===== config.mk =====
export PLATFORM = sky130hd
export DESIGN_NAME = late_write_buf
export DESIGN_NICKNAME = d
export VERILOG_FILES = /design/src/rtl/lwb_pkg.sv /design/src/rtl/lwb_store.sv /design/src/rtl/lwb_match.sv /design/src/rtl/lwb_merge.sv /design/src/rtl/late_write_buf.sv
export SDC_FILE = /design/constraint.sdc
export NUM_CORES = 1
export LEC_CHECK = 0
export CAP_MARGIN = 20
export CORE_MARGIN = 1.5
export CORE_UTILIZATION = 36
export CTS_CLUSTER_DIAMETER = 120
export DETAILED_ROUTE_END_ITERATION = 10
export PLACE_DENSITY = 0.7
export SLEW_MARGIN = 40
export SYNTH_ARGS = -nofsm -noshare
export SYNTH_HDL_FRONTEND = slang
export SYNTH_SLANG_ARGS = --single-unit

===== constraint.sdc =====
create_clock -name clk -period 1.41 [get_ports clk]
set_input_delay 0.141 -clock clk [delete_from_list [all_inputs] [get_ports clk]]
set_output_delay 0.141 -clock clk [all_outputs]
set_load 0.005 [all_outputs]

===== src/rtl/lwb_pkg.sv =====
package lwb_pkg;
  localparam int LANES = 2;

  // lane set touched by a write command
  function automatic logic [LANES-1:0] lane_mask(input logic ddr, input logic lane);
    if (ddr) return 2'b11;
    return lane ? 2'b10 : 2'b01;
  endfunction

  // slot that receives late data: a write in the data cycle shifts it by one
  function automatic int data_slot(input logic push_now);
    return push_now ? 1 : 0;
  endfunction
endpackage


===== src/rtl/lwb_store.sv =====
module lwb_store
  import lwb_pkg::*;
#(
  parameter int AW    = 8,
  parameter int DW    = 16,
  parameter int DEPTH = 2
) (
  input  logic             clk,
  input  logic             rst_n,
  input  logic             push,
  input  logic [AW-1:0]    push_addr,
  input  logic [LANES-1:0] push_mask,
  input  logic             data_due,
  input  logic [DW-1:0]    wdata [LANES],
  output logic [AW-1:0]    s_addr [DEPTH],
  output logic [LANES-1:0] s_mask [DEPTH],
  output logic [DW-1:0]    s_data [DEPTH][LANES],
  output logic             evict,
  output logic [AW-1:0]    ev_addr,
  output logic [LANES-1:0] ev_mask,
  output logic [DW-1:0]    ev_data [LANES]
);
  logic [AW-1:0]    n_addr [DEPTH];
  logic [LANES-1:0] n_mask [DEPTH];
  logic [DW-1:0]    n_data [DEPTH][LANES];

  assign evict   = push && (s_mask[DEPTH-1] != '0);
  assign ev_addr = s_addr[DEPTH-1];
  assign ev_mask = s_mask[DEPTH-1];
  assign ev_data = s_data[DEPTH-1];

  always_comb begin
    for (int i = 0; i < DEPTH; i++) begin
      n_addr[i] = s_addr[i];
      n_mask[i] = s_mask[i];
      n_data[i] = s_data[i];
    end
    if (push) begin
      for (int i = DEPTH-1; i > 0; i--) begin
        n_addr[i] = s_addr[i-1];
        n_mask[i] = s_mask[i-1];
        n_data[i] = s_data[i-1];
      end
      n_addr[0] = push_addr;
      n_mask[0] = push_mask;
    end
    if (data_due) begin
      for (int l = 0; l < LANES; l++)
        n_data[data_slot(push)][l] = wdata[l];
    end
  end

  always_ff @(posedge clk) begin
    if (!rst_n) begin
      for (int i = 0; i < DEPTH; i++) begin
        s_addr[i] <= '0;
        s_mask[i] <= '0;
        for (int l = 0; l < LANES; l++) s_data[i][l] <= '0;
      end
    end else begin
      s_addr <= n_addr;
      s_mask <= n_mask;
      s_data <= n_data;
    end
  end
endmodule


===== src/rtl/lwb_match.sv =====
module lwb_match
  import lwb_pkg::*;
#(
  parameter int AW    = 8,
  parameter int DW    = 16,
  parameter int DEPTH = 2
) (
  input  logic [AW-1:0]    q_addr,
  input  logic [AW-1:0]    s_addr [DEPTH],
  input  logic [LANES-1:0] s_mask [DEPTH],
  input  logic [DW-1:0]    s_data [DEPTH][LANES],
  input  logic             data_due,
  input  logic [DW-1:0]    wdata [LANES],
  output logic [LANES-1:0] hit,
  output logic [DW-1:0]    fwd [LANES]
);
  // walk oldest to newest so the newest matching slot is the last writer
  always_comb begin
    hit = '0;
    for (int l = 0; l < LANES; l++) fwd[l] = '0;
    for (int i = DEPTH-1; i >= 0; i--) begin
      for (int l = 0; l < LANES; l++) begin
        if (s_mask[i][l] && (s_addr[i] == q_addr)) begin
          hit[l] = 1'b1;
          fwd[l] = (i == 0 && data_due) ? wdata[l] : s_data[i][l];
        end
      end
    end
  end
endmodule


===== src/rtl/lwb_merge.sv =====
module lwb_merge
  import lwb_pkg::*;
#(
  parameter int DW = 16
) (
  input  logic             clk,
  input  logic             rst_n,
  input  logic             rd_req,
  input  logic [LANES-1:0] hit,
  input  logic [DW-1:0]    fwd [LANES],
  input  logic [DW-1:0]    arr_data [LANES],
  output logic             rd_valid,
  output logic [DW-1:0]    rd_data [LANES]
);
  logic [LANES-1:0] hit_q;
  logic [DW-1:0]    fwd_q [LANES];

  always_ff @(posedge clk) begin
    if (!rst_n) begin
      rd_valid <= 1'b0;
      hit_q    <= '0;
      for (int l = 0; l < LANES; l++) fwd_q[l] <= '0;
    end else begin
      rd_valid <= rd_req;
      if (rd_req) begin
        hit_q <= hit;
        fwd_q <= fwd;
      end
    end
  end

  always_comb begin
    for (int l = 0; l < LANES; l++)
      rd_data[l] = hit_q[l] ? fwd_q[l] : arr_data[l];
  end
endmodule


===== src/rtl/late_write_buf.sv =====
module late_write_buf
  import lwb_pkg::*;
#(
  parameter int AW    = 8,
  parameter int DW    = 16,
  parameter int DEPTH = 2
) (
  input  logic          clk,
  input  logic          rst_n,
  input  logic          cmd_valid,
  input  logic          cmd_write,
  input  logic          cmd_ddr,
  input  logic          cmd_lane,
  input  logic [AW-1:0] cmd_addr,
  input  logic [DW-1:0] wr_data0,
  input  logic [DW-1:0] wr_data1,
  output logic          arr_we,
  output logic [AW-1:0] arr_waddr,
  output logic [1:0]    arr_wmask,
  output logic [DW-1:0] arr_wdata0,
  output logic [DW-1:0] arr_wdata1,
  output logic          arr_re,
  output logic [AW-1:0] arr_raddr,
  input  logic [DW-1:0] arr_rdata0,
  input  logic [DW-1:0] arr_rdata1,
  output logic          rd_valid,
  output logic [DW-1:0] rd_data0,
  output logic [DW-1:0] rd_data1
);
  // named events
  logic wr_cmd, rd_cmd, data_due, evict;
  assign wr_cmd = cmd_valid && cmd_write;
  assign rd_cmd = cmd_valid && !cmd_write;

  always_ff @(posedge clk) begin
    if (!rst_n) data_due <= 1'b0;
    else        data_due <= wr_cmd;
  end

  logic [DW-1:0]    wdata [LANES];
  logic [DW-1:0]    adata [LANES];
  logic [DW-1:0]    rdata [LANES];
  logic [DW-1:0]    ev_data [LANES];
  logic [DW-1:0]    fwd [LANES];
  logic [LANES-1:0] hit, ev_mask;
  logic [AW-1:0]    ev_addr;
  logic [AW-1:0]    s_addr [DEPTH];
  logic [LANES-1:0] s_mask [DEPTH];
  logic [DW-1:0]    s_data [DEPTH][LANES];

  assign wdata[0] = wr_data0;
  assign wdata[1] = wr_data1;
  assign adata[0] = arr_rdata0;
  assign adata[1] = arr_rdata1;

  lwb_store #(.AW(AW), .DW(DW), .DEPTH(DEPTH)) u_store (
    .clk(clk), .rst_n(rst_n), .push(wr_cmd), .push_addr(cmd_addr),
    .push_mask(lane_mask(cmd_ddr, cmd_lane)), .data_due(data_due), .wdata(wdata),
    .s_addr(s_addr), .s_mask(s_mask), .s_data(s_data), .evict(evict),
    .ev_addr(ev_addr), .ev_mask(ev_mask), .ev_data(ev_data)
  );

  lwb_match #(.AW(AW), .DW(DW), .DEPTH(DEPTH)) u_match (
    .q_addr(cmd_addr), .s_addr(s_addr), .s_mask(s_mask), .s_data(s_data),
    .data_due(data_due), .wdata(wdata), .hit(hit), .fwd(fwd)
  );

  lwb_merge #(.DW(DW)) u_merge (
    .clk(clk), .rst_n(rst_n), .rd_req(rd_cmd), .hit(hit), .fwd(fwd),
    .arr_data(adata), .rd_valid(rd_valid), .rd_data(rdata)
  );

  assign arr_we     = evict;
  assign arr_waddr  = ev_addr;
  assign arr_wmask  = ev_mask;
  assign arr_wdata0 = ev_data[0];
  assign arr_wdata1 = ev_data[1];
  assign arr_re     = rd_cmd;
  assign arr_raddr  = cmd_addr;
  assign rd_data0   = rdata[0];
  assign rd_data1   = rdata[1];
endmodule


==> results of run 1 <==
metal layers:
| layer | part of all wire | vias to the layer above |
|---|---|---|
| met5 | 0.00064 | - |
| met4 | 0.020 | 2 |
| met3 | 0.081 | 38 |
| met2 | 0.48 | 259 |
| met1 | 0.41 | 2820 |
| li1 | - | 2790 |
worst min-delay path, cell delays in order:
cell and delay (ps):
dlymetal6s2s_1 170, nand2_1 70, a21boi_0 60
sequential cells by signal (all words and copies together), names as in the netlist:
register / flops
u_merge.fwd_q: 32
u_merge.hit_q: 2
u_store.s_addr: 8
u_store.ev_mask: 2
u_store.s_data: 32
u_merge.rd_valid: 1
u_store.s_mask: 2
u_store.ev_addr: 8
u_store.ev_data: 32
data_due: 1
path summary, 6_finish.rpt:
path	from	end	slack, ps	depth (start not counted)
min	cmd_addr[5]	u_store.s_addr[13]$_SDFFE_PN0P_	70	3
min reg2reg	u_store.s_data[48]$_SDFFE_PN0P_	u_store.s_data[48]$_SDFFE_PN0P_	460	2
max reg2reg	u_store.ev_addr[0]$_SDFFE_PN0P_	u_merge.fwd_q[20]$_SDFFE_PN0P_	-240	7
max	u_store.ev_addr[0]$_SDFFE_PN0P_	u_merge.fwd_q[20]$_SDFFE_PN0P_	-240	7
timing repair:
| action | CTS | global route |
|---|---|---|
| resized for setup | 302 | 35 |
| cloned | 9 | 2 |
| buffers inserted | 21 | 2 |
| hold buffers | 0 | 0 |
| endpoints found under the setup margin | 112 | 71 |
| pin swaps | 15 | 16 |
logic make-up after synthesis:
group,after synthesis
AND/OR/NAND/NOR,283
AO/OA/AOI/OAI,122
flip-flops,120
buffers and inverters,115
multiplexers,64
XOR/XNOR,16
final cells by class:
class                      instances  area (um2)
clock inverter                     7         110
clock buffer                      25         536
multi-input combinational        485        3580
tap                              225         282
timing repair buffer             244        2660
sequential                       120        2450
fill                            1528        7560
inverter                           2        10.0
metrics by stage:
step / power, W / instance area, um2 / utilization / hold slack (ps)
5_1_grt: 0.0104 / 9620 / 0.560 / 74.1
3_5_place_dp: 0.00520 / 8190 / 0.477 / 456
6_report: 0.0100 / 9620 / 0.560 / 68.7
2_1_floorplan: 0.00446 / 6330 / - / 286
3_3_place_gp: 0.00519 / 8190 / 0.477 / 447
4_1_cts: 0.0101 / 9550 / 0.556 / 57.7
cell usage in the layout, fill, tap and decap left out, types with 2 or more instances in the layout:
cell type          n
nand2_1          105
dfxtp_1           89
clkdlybuf4s50_1   76
nor2_1            65
a21boi_0          50
dlygate4sd2_1     49
buf_4             43
buf_6             41
o21ai_0           34
nand4_1           34
mux2_4            32
nor3b_1           32
mux2_2            31
dfxtp_2           29
a211oi_2          28
buf_12            24
nor4_2            20
clkbuf_16         19
nor4_1            12
clkbuf_8           8
xnor2_1            7
xor2_2             5
a211oi_1           4
clkinv_2           4
dlymetal6s2s_1     4
xor2_1             3
nand3_1            3
bufinv_16          3
buf_16             3
and2_2             2
o211a_1            2
nor4_4             2
a31oi_4            2
dfxtp_4            2
report_power, final:
group          internal, W  switching [W]  leakage (nW)  total, W
clock              0.00314        0.00154         0.325   0.00468
combinational     0.000958       0.000708          2.44   0.00167
sequential         0.00356       0.000127         0.995   0.00369
total              0.00766        0.00237          3.76    0.0100
==> results.ini, run 1 <==
[setup_path]
cp_data_required_time_ps=1750
critPathArrivalTime_ps=1990
cp_slowest_cell=dfxtp_2
crit_buf_inv=3
crit_family=simple AND/OR/NAND/NOR gates
end_kind=flip-flop
start_kind=flip-flop
cp_max_fo=5
critPathKind=reg2reg
crit_chain=xor2_2 -> nor4_4 -> buf_4 -> buf_6 -> buf_12 -> nand4_1 -> a211oi_2
cp_slowest_stage_delay_ps=330

[timing]
fin_crit_ps=1650
rsz0062_at_grt=true
final_max_slew_viol_count=0
finalClockSkew_ps=8.55
final.setup.tns_ps=-8770
worst_slack_ps=-237
finalSetupViolations=66
slew-limit-headroom=0.765
hold_viol=0
worstMarginPinSlew_ps=350
timing.final.crit_share=1.17
max_freq_mhz=607

[route]
drt_iter0_drc=514
drtPass1Iterations=5
viasPerCell=5.33
wirelength_mm=20.3
drc=0
detail-route-antenna-nets=0
vias=5909
wl_per_cell_um=18.4

[clocking]
clk_pin_slew_worst_paths_ps=60
cts_buffers=17
cts-root-buf=clkbuf_16
cts.sinks=120
cts_tree=yes
clock_path_buffers=2
htree_levels=4
clkLatencyLatePin_ps=430

[yosys]
synth_mux_area_frac=0.114
yosysUniqueCellTypes=33
synthSimpleGateAreaFrac=0.225
ys_ff_latch=120
yosysWarnings=0
synth.most_common_cell=dfxtp_1
synth_top_family_by_area=simple AND/OR/NAND/NOR gates
synth_compound_area_frac=0.149
synth_area_um2=6290
yosysTopAreaCellShare=0.382
synth_ff_type=dfxtp_1
synth_xor_area_frac=0.0223
avgSynthCellArea_um2=8.74
seq_area_frac_synth=0.382
ys_top_cells_by_area=dfxtp_1 38%, mux2_2 11%, buf_4 6.4%, nand2_1 6.3%, a21boi_0 6.0%
async_flop_share=0
yosysTopAreaCell=dfxtp_1
synthAdderAreaFrac=0
synth_nets=798
ys_top_cells_by_count=120 x dfxtp_1, 106 x nand2_1, 65 x nor2_1
synth-edff-count=0
synth_cells=720

[hold_path]
holdCritPathClass=in2reg

[floorplan]
row_count=48
initial_core_util=0.366
io_pins=163
die-height_um=135
dieArea_um2=18300
die_w_um=135
coreArea_um2=17200

[run_status]
status=complete, but fails checks
violations=setup timing

[grt]
busiest_layer=met2
grt_max_degree=58
first_global_vias=5808
grt_util_met2=0.369
grt_util_all_layers=0.220
met1_usage=0.270
grt_pass1_wl_mm=31.0
grt.overflow.total=0
antenna_found_initial=1
grt_util_met3=0.0535

[placed_design]
dp.cells=1051
gp_congestion=0.752
io_buffers=162
post-dp-hpwl_mm=11.8
pre_cts_ws_ps=-512

[final_layout]
layoutNonFillerInstCount=1108
fin_nets=948
n_antenna_cell=0
drive_gt1_frac=0.347
area.growth.synth_to_final_pct=52.9

[flow_run]
drv_cap=0

[power]
powerDensity_nw_per_um2=1040
power.leakage_nw=3.76
ir_drop_mv=0.914

No activity file was read; power rests on OpenSTA's default activity.
==> run 2: changes to the inputs <==
--- a/config.mk
+++ b/config.mk
@@ -7,10 +7,10 @@
 export LEC_CHECK = 0
 export CAP_MARGIN = 20
 export CORE_MARGIN = 1.5
-export CORE_UTILIZATION = 36
+export CORE_UTILIZATION = 45
 export CTS_CLUSTER_DIAMETER = 120
 export DETAILED_ROUTE_END_ITERATION = 10
-export PLACE_DENSITY = 0.7
+export PLACE_DENSITY = 0.84
 export SLEW_MARGIN = 40
 export SYNTH_ARGS = -nofsm -noshare
 export SYNTH_HDL_FRONTEND = slang
==> run 2 against run 1 <==
Effect of this change: the run still ends with setup timing left; sequential power hardly changed; clock power is 4% lower; count of clock-buffer cells in the layout is 2 lower; highest routed layer is now met4; largest cell class unchanged.
==> results.ini, run 2 (synthesis results as in run 1) <==
[timing]
finalClockSkew_ps=6.71  ; -1.83 ps
finalSetupViolations=66  ; unchanged
hold_viol=0  ; unchanged
holdWs_ps=176  ; +108 ps
slew-limit-headroom=0.704  ; -0.0607
rsz0062_at_grt=true
worstMarginPinSlew_ps=444  ; +94.3 ps
final_max_slew_viol_count=0  ; unchanged
timing.final.crit_share=1.31  ; +0.140
worst_slack_ps=-434  ; -197 ps
max_freq_mhz=542  ; -11%
final.setup.tns_ps=-9680  ; -914 ps
fin_crit_ps=1840  ; +197 ps

[grt]
grt_util_all_layers=0.263  ; +0.0433
grt.overflow.total=0  ; unchanged
first_global_vias=5910  ; +1.8%
grt_pass1_wl_mm=30.3  ; -2.1%
antenna_found_initial=0  ; -1
grt_max_degree=39  ; -33%

[route]
detail-route-antenna-nets=0  ; unchanged
drc=0  ; unchanged
wirelength_mm=22.3  ; +9.7%
viasPerCell=5.87  ; +10%
vias=6312  ; +6.8%
drt_iter0_drc=708  ; +38%
drtPass1Iterations=5  ; unchanged
wl_per_cell_um=20.7  ; +13%

[final_layout]
drive_gt1_frac=0.372  ; +0.0255
most-common-layout-cells=105 x nand2_1, 86 x dfxtp_1, 80 x clkdlybuf4s50_1
fin_util=0.712  ; +0.151
fin_area_um2=9800  ; +1.9%
n_antenna_cell=0  ; unchanged
mostFrequentLayoutCell=nand2_1
area.growth.synth_to_final_pct=55.7
fin_nets=961  ; +1.4%

[setup_path]
start_kind=flip-flop
critPathKind=reg2reg
end_kind=flip-flop
critPathArrivalTime_ps=2150  ; +160 ps
cp_data_required_time_ps=1720  ; -30 ps
cp_max_fo=9  ; +4

[floorplan]
die-height_um=121  ; -10%
dieArea_um2=14700  ; -20%
coreArea_um2=13800  ; -20%
initial_core_util=0.457  ; +0.0905
die_w_um=121  ; -10%
io_pins=163  ; unchanged
row_count=43  ; -10%

[run_status]
violations=setup timing
status=complete, but fails checks

[flow_run]
drv_cap=0  ; unchanged

[clocking]
clkLatencyLatePin_ps=410  ; -20 ps
cts_buffers=17  ; unchanged
hold_buffers=0  ; unchanged
cts-root-buf=clkbuf_16
cts_tree=yes
cts.sinks=120  ; unchanged
clock_path_buffers=2  ; unchanged
htree_levels=4  ; unchanged
clk_pin_slew_worst_paths_ps=60  ; about the same

[placed_design]
post-dp-hpwl_mm=12.0  ; +1.9%
post_dp_cell_area_um2=8170  ; -0.27%
io_buffers=162  ; unchanged
gp_congestion=0.779  ; +3.6%

[hold_path]
holdCritPathClass=in2reg

[power]
powerDensity_nw_per_um2=1020  ; -2.3%
ir_drop_mv=0.835  ; -8.7%
power.leakage_nw=3.86  ; +2.6%

==> run 2: stage by stage <==
step / setup slack (ps) / cells / total power (W)
after floorplan: -32.7 / 720 / 0.00446
after global placement: -476 / 1014 / 0.00517
after detailed placement: -539 / 1014 / 0.00521
after CTS: -210 / 1060 / 0.00981
after global routing: -441 / 1075 / 0.0102
final: -434 / 1075 / 0.00998
==> run 2: power by group <==
part	internal, W	leakage (nW)	switching (W)	total, W
Sequential	0.00356	0.996	0.000132	0.00369
Clock	0.00299	0.305	0.00152	0.00451
Combinational	0.000995	2.56	0.000785	0.00178
Total	0.00755	3.86	0.00243	0.00998
==> run 2: layout make-up <==
class                   count  area (um2)
clock buffers              23         498
clock inverters             8         118
well taps                 180         225
fillers                   950        3970
flip-flops and latches    120        2450
multi-input cells         485        3740
repair buffers            257        2770
inverters                   2        7.51
==> run 2: worst max-delay path: stages (launching register included) <==
cell       delay, ps
dfxtp_2          330
xor2_2           160
nor4_4           340
buf_4            210
clkbuf_16        170
nand4_1          200
a211oi_2         330
==> run 2: final timing paths <==
check	slack, ps	cells past startpoint	end	from
min	180	2	u_store.s_data[47]$_SDFFE_PN0P_	rst_n
max	-430	6	u_merge.fwd_q[30]$_SDFFE_PN0P_	u_store.ev_addr[6]$_SDFFE_PN0P_
min reg2reg	460	2	u_store.s_data[53]$_SDFFE_PN0P_	u_store.s_data[53]$_SDFFE_PN0P_
max reg2reg	-430	6	u_merge.fwd_q[30]$_SDFFE_PN0P_	u_store.ev_addr[6]$_SDFFE_PN0P_
==> run 2: timing repair <==
item,4_1_cts,5_1_grt
gates cloned,3,10
resized for setup,315,44
setup endpoints to repair,116,70
pin swaps,19,20
setup buffers,12,8
==> run 2: per-layer routing <==
layer | part of all wire | routed length, um | track usage | up-vias
met5 | 0 | 0 | 0 | -
met4 | 0.039 | 875 | 0.104 | 0
met3 | 0.086 | 1910 | 0.0512 | 75
met2 | 0.50 | 11100 | 0.457 | 392
met1 | 0.38 | 8470 | 0.321 | 3041
li1 | - | - | - | 2804
